$ cat config.mk
export PLATFORM = sky130hd
export DESIGN_NAME = print_line_echo_seq
export DESIGN_NICKNAME = d
export VERILOG_FILES = /design/src/rtl/plbes_pkg.sv /design/src/rtl/plbes_ctrl.sv /design/src/rtl/plbes_datapath.sv /design/src/rtl/print_line_echo_seq.sv
export SDC_FILE = /design/constraint.sdc
export NUM_CORES = 2
export LEC_CHECK = 0
export ABC_AREA = 0
export BUFFER_PORTS_ARGS = -buffer_cell sky130_fd_sc_hd__buf_2
export CAP_MARGIN = 15
export CELL_PAD_IN_SITES_DETAIL_PLACEMENT = 1
export CELL_PAD_IN_SITES_GLOBAL_PLACEMENT = 1
export CORE_MARGIN = 2
export CORE_UTILIZATION = 30
export CTS_CLUSTER_DIAMETER = 150
export CTS_CLUSTER_SIZE = 20
export DETAILED_ROUTE_END_ITERATION = 6
export PLACE_DENSITY_LB_ADDON = 0.05
export SETUP_SLACK_MARGIN = 0.15
export SLEW_MARGIN = 15
export SYNTH_ARGS = -nofsm -noshare
export SYNTH_HDL_FRONTEND = slang
export SYNTH_HIERARCHICAL = 1
export SYNTH_SLANG_ARGS = --single-unit
export TNS_END_PERCENT = 5
$ cat constraint.sdc
create_clock -name clk -period 26.1 [get_ports clk]
set_clock_uncertainty 0.2 [all_clocks]
set_input_delay 2.61 -clock clk [delete_from_list [all_inputs] [get_ports clk]]
set_output_delay 2.61 -clock clk [all_outputs]
set_load 0.005 [all_outputs]
$ cat src/rtl/plbes_pkg.sv
package plbes_pkg;
  localparam int WORD_W      = 36;
  localparam int ROW_COUNT   = 12;
  localparam int BUF_WORDS   = 2 * ROW_COUNT;
  localparam int DIGIT_WORDS = 18;
  localparam int ECHO_WORDS  = DIGIT_WORDS + 4;
  localparam int SLOT_COUNT  = BUF_WORDS + ECHO_WORDS;
  localparam int MIX_END     = DIGIT_WORDS + 2 * (BUF_WORDS - DIGIT_WORDS);
  localparam int IDX_W       = $clog2(BUF_WORDS);
  localparam int SLOT_W      = $clog2(SLOT_COUNT);
  // word positions of rows used by the echo words
  localparam int ROW8_POS    = 2;
  localparam int ROW4_POS    = 10;
  localparam int ROW3_POS    = 12;
  localparam int ROW1_POS    = 16;

  typedef enum logic [1:0] {
    ST_INIT  = 2'd0,
    ST_PRINT = 2'd1,
    ST_ECHO  = 2'd2,
    ST_END   = 2'd3
  } seqState_t;

  typedef struct packed {
    logic             isEcho;
    logic [IDX_W-1:0] idx;
  } slotMap_t;

  typedef struct packed {
    logic             clearAll;
    logic             storeWord;
    logic             buildEcho;
    logic             sendEcho;
    logic [IDX_W-1:0] idx;
  } dpStrobes_t;

  // echo-mode schedule: slot number -> data or echo word index
  function automatic slotMap_t mapSlot(input logic [SLOT_W-1:0] s);
    slotMap_t m;
    int v;
    int g;
    int r;
    v = int'(s);
    m.isEcho = 1'b0;
    m.idx = '0;
    if (v < DIGIT_WORDS) begin
      m.idx = IDX_W'(v);
    end else if (v < MIX_END) begin
      g = (v - DIGIT_WORDS) / 4;
      r = (v - DIGIT_WORDS) % 4;
      if (r < 2) begin
        m.isEcho = 1'b1;
        m.idx = IDX_W'(2 * g + r);
      end else begin
        m.idx = IDX_W'(DIGIT_WORDS + 2 * g + r - 2);
      end
    end else begin
      m.isEcho = 1'b1;
      m.idx = IDX_W'(v - BUF_WORDS);
    end
    return m;
  endfunction
endpackage

$ cat src/rtl/plbes_ctrl.sv
module plbes_ctrl
  import plbes_pkg::*;
#(
  parameter int START_DLY = 55,
  parameter int STOP_DLY  = 55,
  parameter int SHORT_DLY = 3,
  parameter int LONG_DLY  = 8
) (
  input  logic       clk,
  input  logic       rstN,
  input  logic       startValid,
  input  logic       startBinary,
  input  logic       startEcho,
  input  logic       chanConnected,
  input  logic       latchValid,
  input  logic       latchEor,
  output dpStrobes_t strobes,
  output logic       wordReq,
  output logic       wrSlot,
  output logic       startBusy,
  output logic       lineDone,
  output logic       ioCheck,
  output logic       lineActive
);
  localparam int MAX_A  = (START_DLY > STOP_DLY) ? START_DLY : STOP_DLY;
  localparam int MAX_B  = (SHORT_DLY > LONG_DLY) ? SHORT_DLY : LONG_DLY;
  localparam int MAX_D  = (MAX_A > MAX_B) ? MAX_A : MAX_B;
  localparam int TMR_W  = $clog2(MAX_D + 1);
  localparam logic [TMR_W-1:0] LD_START = TMR_W'(START_DLY - 1);
  localparam logic [TMR_W-1:0] LD_STOP  = TMR_W'(STOP_DLY - 1);
  localparam logic [TMR_W-1:0] LD_SHORT = TMR_W'(SHORT_DLY - 1);
  localparam logic [TMR_W-1:0] LD_LONG  = TMR_W'(LONG_DLY - 1);
  localparam logic [SLOT_W-1:0] SLOT_BIN   = SLOT_W'(ROW1_POS);
  localparam logic [SLOT_W-1:0] LAST_BIN   = SLOT_W'(ROW1_POS + 1);
  localparam logic [SLOT_W-1:0] LAST_NORM  = SLOT_W'(BUF_WORDS - 1);
  localparam logic [SLOT_W-1:0] LAST_SLOT  = SLOT_W'(SLOT_COUNT - 1);

  seqState_t         state;
  logic              active;
  logic              binMode;
  logic              echoMode;
  logic [SLOT_W-1:0] slot;
  logic [TMR_W-1:0]  timer;
  logic              tick;
  logic              startTake;
  slotMap_t          curMap;
  logic [SLOT_W-1:0] lastPrint;

  assign tick       = active && (timer == '0);
  assign startTake  = startValid && !active;
  assign curMap     = mapSlot(slot);
  assign lastPrint  = binMode ? LAST_BIN : LAST_NORM;
  assign lineActive = active;
  assign wordReq    = active && ((state == ST_PRINT) ||
                                 ((state == ST_ECHO) && !curMap.isEcho));

  always_comb begin
    strobes = '0;
    strobes.idx = curMap.idx;
    if (tick) begin
      case (state)
        ST_INIT:  strobes.clearAll = 1'b1;
        ST_PRINT: begin
          strobes.storeWord = 1'b1;
          strobes.idx = slot[IDX_W-1:0];
        end
        ST_ECHO: begin
          if (curMap.isEcho) begin
            strobes.sendEcho  = 1'b1;
            strobes.buildEcho = (curMap.idx == '0);
          end else begin
            strobes.storeWord = 1'b1;
          end
        end
        default: ;
      endcase
    end
  end

  always_ff @(posedge clk) begin
    if (!rstN) begin
      state     <= ST_INIT;
      active    <= 1'b0;
      binMode   <= 1'b0;
      echoMode  <= 1'b0;
      slot      <= '0;
      timer     <= '0;
      ioCheck   <= 1'b0;
      lineDone  <= 1'b0;
      wrSlot    <= 1'b0;
      startBusy <= 1'b0;
    end else begin
      lineDone  <= 1'b0;
      wrSlot    <= 1'b0;
      startBusy <= startValid && active;
      if (startTake) begin
        active   <= 1'b1;
        binMode  <= startBinary;
        echoMode <= startEcho;
        state    <= ST_INIT;
        timer    <= LD_START;
        ioCheck  <= 1'b0;
      end else if (active) begin
        if (timer != '0) begin
          timer <= timer - 1'b1;
        end else begin
          case (state)
            ST_INIT: begin
              slot  <= binMode ? SLOT_BIN : '0;
              state <= echoMode ? ST_ECHO : ST_PRINT;
              timer <= LD_SHORT;
            end
            ST_PRINT: begin
              wrSlot <= 1'b1;
              if (!latchValid) ioCheck <= 1'b1;
              if ((latchValid && latchEor) || (slot == lastPrint)) begin
                state    <= ST_END;
                timer    <= LD_STOP;
                lineDone <= 1'b1;
              end else begin
                slot  <= slot + 1'b1;
                timer <= slot[0] ? LD_SHORT : LD_LONG;
              end
            end
            ST_ECHO: begin
              if (!curMap.isEcho) begin
                wrSlot <= 1'b1;
                if (!latchValid) ioCheck <= 1'b1;
              end
              if (slot == LAST_SLOT) begin
                state    <= ST_END;
                timer    <= LD_STOP;
                lineDone <= 1'b1;
              end else begin
                slot  <= slot + 1'b1;
                timer <= (curMap.isEcho || slot[0]) ? LD_SHORT : LD_LONG;
              end
            end
            default: begin
              state <= ST_INIT;
              if (!chanConnected) active <= 1'b0;
            end
          endcase
        end
      end
    end
  end
endmodule

$ cat src/rtl/plbes_datapath.sv
module plbes_datapath
  import plbes_pkg::*;
(
  input  logic              clk,
  input  logic              rstN,
  input  dpStrobes_t        strobes,
  input  logic              wrValid,
  input  logic [WORD_W-1:0] wrData,
  input  logic              wrEor,
  output logic              latchValid,
  output logic              latchEor,
  output logic              rdValid,
  output logic [WORD_W-1:0] rdData
);
  logic [WORD_W-1:0] dataBuf  [BUF_WORDS];
  logic [WORD_W-1:0] echoBuf  [ECHO_WORDS];
  logic [WORD_W-1:0] echoNext [ECHO_WORDS];
  logic [WORD_W-1:0] latchData;

  // derived echo rows: two row-pair ANDs, then the digit rows
  generate
    for (genvar h = 0; h < 2; h++) begin : g_and
      assign echoNext[h]     = dataBuf[ROW8_POS + h] & dataBuf[ROW4_POS + h];
      assign echoNext[2 + h] = dataBuf[ROW8_POS + h] & dataBuf[ROW3_POS + h];
    end
    for (genvar d = 0; d < DIGIT_WORDS; d++) begin : g_copy
      assign echoNext[4 + d] = dataBuf[d];
    end
  endgenerate

  always_ff @(posedge clk) begin
    if (!rstN) begin
      latchValid <= 1'b0;
      latchEor   <= 1'b0;
      latchData  <= '0;
    end else begin
      if (strobes.clearAll) begin
        latchData <= '0;
        latchEor  <= 1'b0;
      end
      if (strobes.clearAll || strobes.storeWord) latchValid <= 1'b0;
      if (wrValid) begin
        latchValid <= 1'b1;
        latchData  <= wrData;
        latchEor   <= wrEor;
      end
    end
  end

  always_ff @(posedge clk) begin
    if (!rstN || strobes.clearAll) begin
      for (int i = 0; i < BUF_WORDS; i++) dataBuf[i] <= '0;
      for (int j = 0; j < ECHO_WORDS; j++) echoBuf[j] <= '0;
    end else begin
      if (strobes.storeWord) dataBuf[strobes.idx] <= latchData;
      if (strobes.buildEcho) begin
        for (int j = 0; j < ECHO_WORDS; j++) echoBuf[j] <= echoNext[j];
      end
    end
  end

  always_ff @(posedge clk) begin
    if (!rstN) begin
      rdValid <= 1'b0;
      rdData  <= '0;
    end else begin
      rdValid <= strobes.sendEcho;
      if (strobes.sendEcho) begin
        rdData <= strobes.buildEcho ? echoNext[strobes.idx] : echoBuf[strobes.idx];
      end
    end
  end
endmodule

$ cat src/rtl/print_line_echo_seq.sv
module print_line_echo_seq
  import plbes_pkg::*;
#(
  parameter int START_DLY = 55,
  parameter int STOP_DLY  = 55,
  parameter int SHORT_DLY = 3,
  parameter int LONG_DLY  = 8
) (
  input  logic              clk,
  input  logic              rstN,
  input  logic              startValid,
  input  logic              startBinary,
  input  logic              startEcho,
  input  logic              chanConnected,
  input  logic              wrValid,
  input  logic [WORD_W-1:0] wrData,
  input  logic              wrEor,
  output logic              wordReq,
  output logic              wrSlot,
  output logic              rdValid,
  output logic [WORD_W-1:0] rdData,
  output logic              lineDone,
  output logic              ioCheck,
  output logic              startBusy
);
  dpStrobes_t strobes;
  logic       latchValid;
  logic       latchEor;
  logic       lineActive;

  plbes_ctrl #(
    .START_DLY(START_DLY), .STOP_DLY(STOP_DLY),
    .SHORT_DLY(SHORT_DLY), .LONG_DLY(LONG_DLY)
  ) i_ctrl (
    .clk(clk), .rstN(rstN),
    .startValid(startValid), .startBinary(startBinary), .startEcho(startEcho),
    .chanConnected(chanConnected),
    .latchValid(latchValid), .latchEor(latchEor),
    .strobes(strobes), .wordReq(wordReq), .wrSlot(wrSlot),
    .startBusy(startBusy), .lineDone(lineDone), .ioCheck(ioCheck),
    .lineActive(lineActive)
  );

  plbes_datapath i_datapath (
    .clk(clk), .rstN(rstN), .strobes(strobes),
    .wrValid(wrValid), .wrData(wrData), .wrEor(wrEor),
    .latchValid(latchValid), .latchEor(latchEor),
    .rdValid(rdValid), .rdData(rdData)
  );
endmodule

## After elaboration in Yosys (flattened, before gate mapping)

Memories as Yosys holds them, arrays and structs flattened.
Cells that the tools add are included.
Widths: inputs -> output; s select.

| word-level totals | value |
|---|---|
| register bits after elaboration | 96 |
| bits in latches | 0 |
| RAM bits | 1656 |
| ROM bits | 0 |
| input port bits | 44 |
| output and inout port bits | 42 |
| logic and storage cells | 190 |
| memories | 2 |

| operators by class | value |
|---|---|
| $add $sub $neg | 9 |
| multiply operators | 0 |
| div/mod/pow operators | 0 |
| magnitude comparators | 4 |
| eq/ne operators | 9 |
| shift-type cells | 0 |
| muxes and demuxes | 83 |
| bitwise operators | 32 |
| reductions and logical operators | 35 |

Memory list:

| name | words | bits a word | rd ports | clocked after memory_dff | write ports | RTL line | source |
|---|---|---|---|---|---|---|---|
| i_datapath.dataBuf | 24 | 36 | 18 | 0 | 24 | plbes_datapath.sv:15 | `logic [WORD_W-1:0] dataBuf [BUF_WORDS];` |
| i_datapath.echoBuf | 22 | 36 | 1 | 0 | 22 | plbes_datapath.sv:16 | `logic [WORD_W-1:0] echoBuf [ECHO_WORDS];` |

Operators by type and width:

| operator | count |
|---|---|
| $mux 36 | 28 |
| $bmux 36 s5 | 1 |
| $and 36x36->36 | 4 |
| $mux 6 | 8 |
| $pmux 6 s3 | 2 |
| $reduce_or 36->1 | 1 |
| $mux 1 | 26 |
| $mux 5 | 5 |
| $or 1x1->1 | 22 |
| $lt 6x5->1 const B | 2 |
| $add 5x3->5 | 2 |
| $mux 2 | 5 |
| $ne 2x2->1 const B | 5 |
| $mux 3 | 3 |
| $mux 9 | 1 |
| $reduce_and 4->1 | 2 |
| $reduce_bool 2->1 | 4 |
| $sub 6x5->7 const B | 1 |
| $add 6x1->6 const B | 1 |
| $eq 6x5->1 | 1 |
| $eq 6x6->1 const B | 1 |
| $ge 6x6->1 const B | 1 |
| $logic_and 1x1->1 | 6 |
| $logic_not 6->1 | 1 |
| 26 further kinds | 39 |

## Logic depth before layout (Yosys ltp)

| logic depth | value |
|---|---|
| word-level depth | 19 |
| depth in mapped cells | 25 |
| mapped depth without buffers | 20 |

## Hierarchy

Netlist, hierarchy kept.

Modules (own cells, without submodules):

| module | times used | cells an instance | area each (µm²) | seq. area each (µm²) |
|---|---|---|---|---|
| plbes_datapath | 1 | 4863 | 69138.8 | 44742.9 |
| plbes_ctrl | 1 | 242 | 1945.6 | 420.4 |

## Worst setup path before layout

Ideal clock, no wire load.

| timing | value |
|---|---|
| path kind | register to register |
| start | reg i_ctrl.slot[2] |
| end | mem i_datapath.echoBuf[0][0], enable pin |
| setup time | 5516 ps |
| data arrival time | 16616 ps |
| required time | 20384 ps |
| slack | 3768 ps |
| cell stages (with the launch flop) | 19 |
| buffers on the path | 2 |
| period minus slack after synthesis | 22332 ps |
| cell sequence | dfxtp_1 buf_6 or3_1 a211o_1 inv_2 ha_1 ha_1 xnor2_1 xnor2_1 ha_1 inv_1 fa_1 xor2_1 xnor3_1 o221a_1 a211oi_2 inv_2 clkbuf_1 nand2_1 |

RTL lines:

| element | RTL line | source |
|---|---|---|
| start, declared | plbes_ctrl.sv:42 | `logic [SLOT_W-1:0] slot;` |
| start signal, assigned | plbes_ctrl.sv:109 | `slot <= binMode ? SLOT_BIN : '0;` |
| start signal, assigned | plbes_ctrl.sv:121 | `slot <= slot + 1'b1;` |
| start signal, assigned | plbes_ctrl.sv:135 | `slot <= slot + 1'b1;` |
| end, declared | plbes_datapath.sv:16 |  |

==> results.toml <==
[power]
power_density_nw_per_um2 = 60.5
p_total_mw = 4.71
leakagePower_nw = 27.1
vdd_drop_max_uv = 42.9

[synthesis]
yosys-top-cells-count = "1,440 x edfxtp_1, 944 x and2_1, 495 x mux2i_1"
yosysWarningCount = 6
yosysMostFrequentCell = "edfxtp_1"
ys_seq_area_frac = 0.635
yosys.area.top_type = "edfxtp_1"
async_flop_share = 0
synth.area.top_cells = "edfxtp_1 61%, and2_1 8.3%, mux2i_1 7.0%"
syn_inst = 5105
ys_types = 82
synth.cell_area_um2 = 71100
syn_nets = 5170
syn_area_per_cell_um2 = 13.9
synth_ff_type = "edfxtp_1"
yosys.area.top_type_share = 0.608
synth_edf_count = 1440
ys_ff_latch = 1536

[detailed_routing]
routed_wl_um = 289000
viasPerCell = 5.36
drc = 0
drt_iter0_drc = 4053
via_count = 44200
firstDrtPassIters = 6
wl_per_cell_um = 35.0
ant_nets = 0

[setup_path]
cp-end-kind = "register"
critical_path_class = "register to register"
rrSetupSlack_ps = 17390
setup.worst_path.start_class = "register"
arrival_ps = 8900
setup.worst_path.start = "i_ctrl/slot[0]"
critPathCapture = "i_datapath/echoBuf[18][25]"
reg2regPathDepth = 20
r2r_start = "i_ctrl/slot[0]"
r2r-end = "i_datapath/echoBuf[18][25]"
worstPathMaxFanout = 152
worstPathRequired_ps = 26300

[run]
drv_cap = 0

[cells_and_area]
nNetsFinal = 5059
fillCellCount = 24400
multiInputGateArea_um2 = 24200
instances_no_fill = 8239
syn2layout_area_growth_pct = 9.52
utilization = 0.331
seqCellArea_um2 = 45200
drive_gt1_frac = 0.111

[timing]
maxSlewViolCount = 0
fin_crit_sh = 0.334
rsz0062_at_grt = "false"
setup_viol = 0
fmax_ghz = 0.115
slew_headroom = 0.172
hold_violations = 0
worst_pin_slew_ps = 1240
tns_ps = 0
period_needed_ps = 8710

[clocking]
cts_buffers = 86
insertion_delay_ps = 770
htreeDepth = 3
tritoncts = "built"
clkSinkCount = 1536
cts.repair.resized = 0
path_clk_slew_ps = 90
holdBufCountCts = 0
cts-root-buf = "clkbuf_16"
cts_setup_buffers = 0
cts.path.max_buffers = 3

[floorplanning]
core_area_um2 = 235000
start_util = 0.302
die_x_um = 491
pin_count = 86
row_count = 178
dieArea_um2 = 241000
die_h_um = 491

[grt]
grt_pass1_wl_um = 395000
grt_usage = 0.235
grt_overflow_total = 0
antenna_found_initial = 40
grt_max_degree = 184
grt_pass1_vias = 45700

[placement]
io_buffers = 85
place_hpwl_um = 172000
placed_cells = 8056
gp_congestion = 0.768

[run_status]
status = "finished, final reports clean"

[hold_path]
hold_class = "register to register"
## metrics by stage
step | area, µm² | setup WS (ps) | hold WS (ps)
floorplan | 71100 | 3770 | 242
global placement | 75100 | 17390 | 250
detailed placement | 75300 | 17250 | 254
CTS | 77800 | 17210 | 276
global route | 77800 | 16780 | 298
finish | 77800 | 17390 | 271
## flip-flops by register name, summed over array words and instances, names as in the netlist
signal	count
i_datapath/rdValid	1
i_datapath/latchEor	1
i_ctrl/wrSlot	1
i_datapath/latchValid	1
i_ctrl/lineActive	1
i_ctrl/slot	6
i_datapath/dataBuf	648
i_ctrl/binMode	1
i_ctrl/lineDone	1
i_datapath/rdData	36
i_datapath/latchData	36
i_ctrl/ioCheck	1
i_ctrl/timer	6
i_datapath/echoBuf	792
i_ctrl/startBusy	1
i_ctrl/echoMode	1
i_ctrl/state	2
## power breakdown
group / leakage (nW) / internal [mW] / switching [mW]
Sequential: 15.7 / 2.83 / 0.0842
Combinational: 10.1 / 0.0672 / 0.205
Clock: 1.19 / 0.650 / 0.875
## worst min-delay path by stage
stage,cells past startpoint,start,slack [ps],to
3_5_place_dp,1,i_datapath/rdData[16],250,i_datapath/rdData[16]
5_1_grt,1,i_datapath/rdData[30],300,i_datapath/rdData[30]
6_report,1,i_datapath/rdData[16],270,i_datapath/rdData[16]
4_1_cts,1,i_datapath/rdData[16],280,i_datapath/rdData[16]
2_1_floorplan,1,i_datapath/latchEor,240,i_datapath/latchEor
3_3_place_gp,1,i_datapath/rdData[16],250,i_datapath/rdData[16]
## area by class of cell
type | instances | area share
clock inverter | 5 | 0.000932
antenna | 29 | 0.000932
multi-input combinational | 3069 | 0.311
inverter | 68 | 0.00331
clock buffer | 149 | 0.0312
sequential | 1536 | 0.580
tap | 3150 | 0.0506
timing repair buffer | 233 | 0.0219
## layout by cell type (no fill, tap or decap), types with 15 or more instances in the layout
cell type	count
clkbuf_16	88
edfxtp_1	1440
and3_1	470
nor2_4	20
or3_1	15
a31oi_1	42
o211ai_1	47
o21ai_4	16
a22o_1	42
a21oi_1	25
clkbuf_1	61
nor4_1	21
mux2i_1	495
o32ai_1	37
o21ai_0	47
mux4_2	140
nor2_1	44
diode_2	29
and2_1	942
ha_1	18
nand2b_1	23
nor3_1	47
a32o_1	35
buf_2	85
inv_1	63
a22oi_1	106
buf_4	137
nand3_1	66
nand2_1	120
dfxtp_1	95
o22ai_1	81
## critical path, stage by stage, from the launching register on
cell and delay, ps:
dfxtp_4 610, inv_1 130, ha_1 250, a211o_1 400
inv_2 160, ha_1 230, ha_1 180, xnor2_1 140
xnor2_1 130, ha_1 340, inv_1 70, fa_1 440
xor2_1 200, xnor3_1 290, o221a_1 300, a211oi_4 590
inv_4 250, nand2_4 640, buf_12 640, buf_4 930
buf_4 860
## kinds of logic after synthesis
kind of cell             count (synthesis)  synth area share
adder cells (fa/ha/maj)                 21           0.00401
AND/OR/NAND/NOR                       1850             0.156
buffers and inverters                  500            0.0315
XOR/XNOR                                 9           0.00150
flip-flops                            1536             0.635
AO/OA/AOI/OAI                          552            0.0574
multiplexers                           637             0.114
## per-layer routing
layer | track usage | vias up | share of wire
li1 | - | 19000 | -
met1 | 0.332 | 23800 | 0.46
met2 | 0.392 | 1106 | 0.48
met3 | 0.0222 | 252 | 0.043
met4 | 0.0505 | 0 | 0.023
met5 | 0 | - | 0
(Power assumes the default switching activity.)
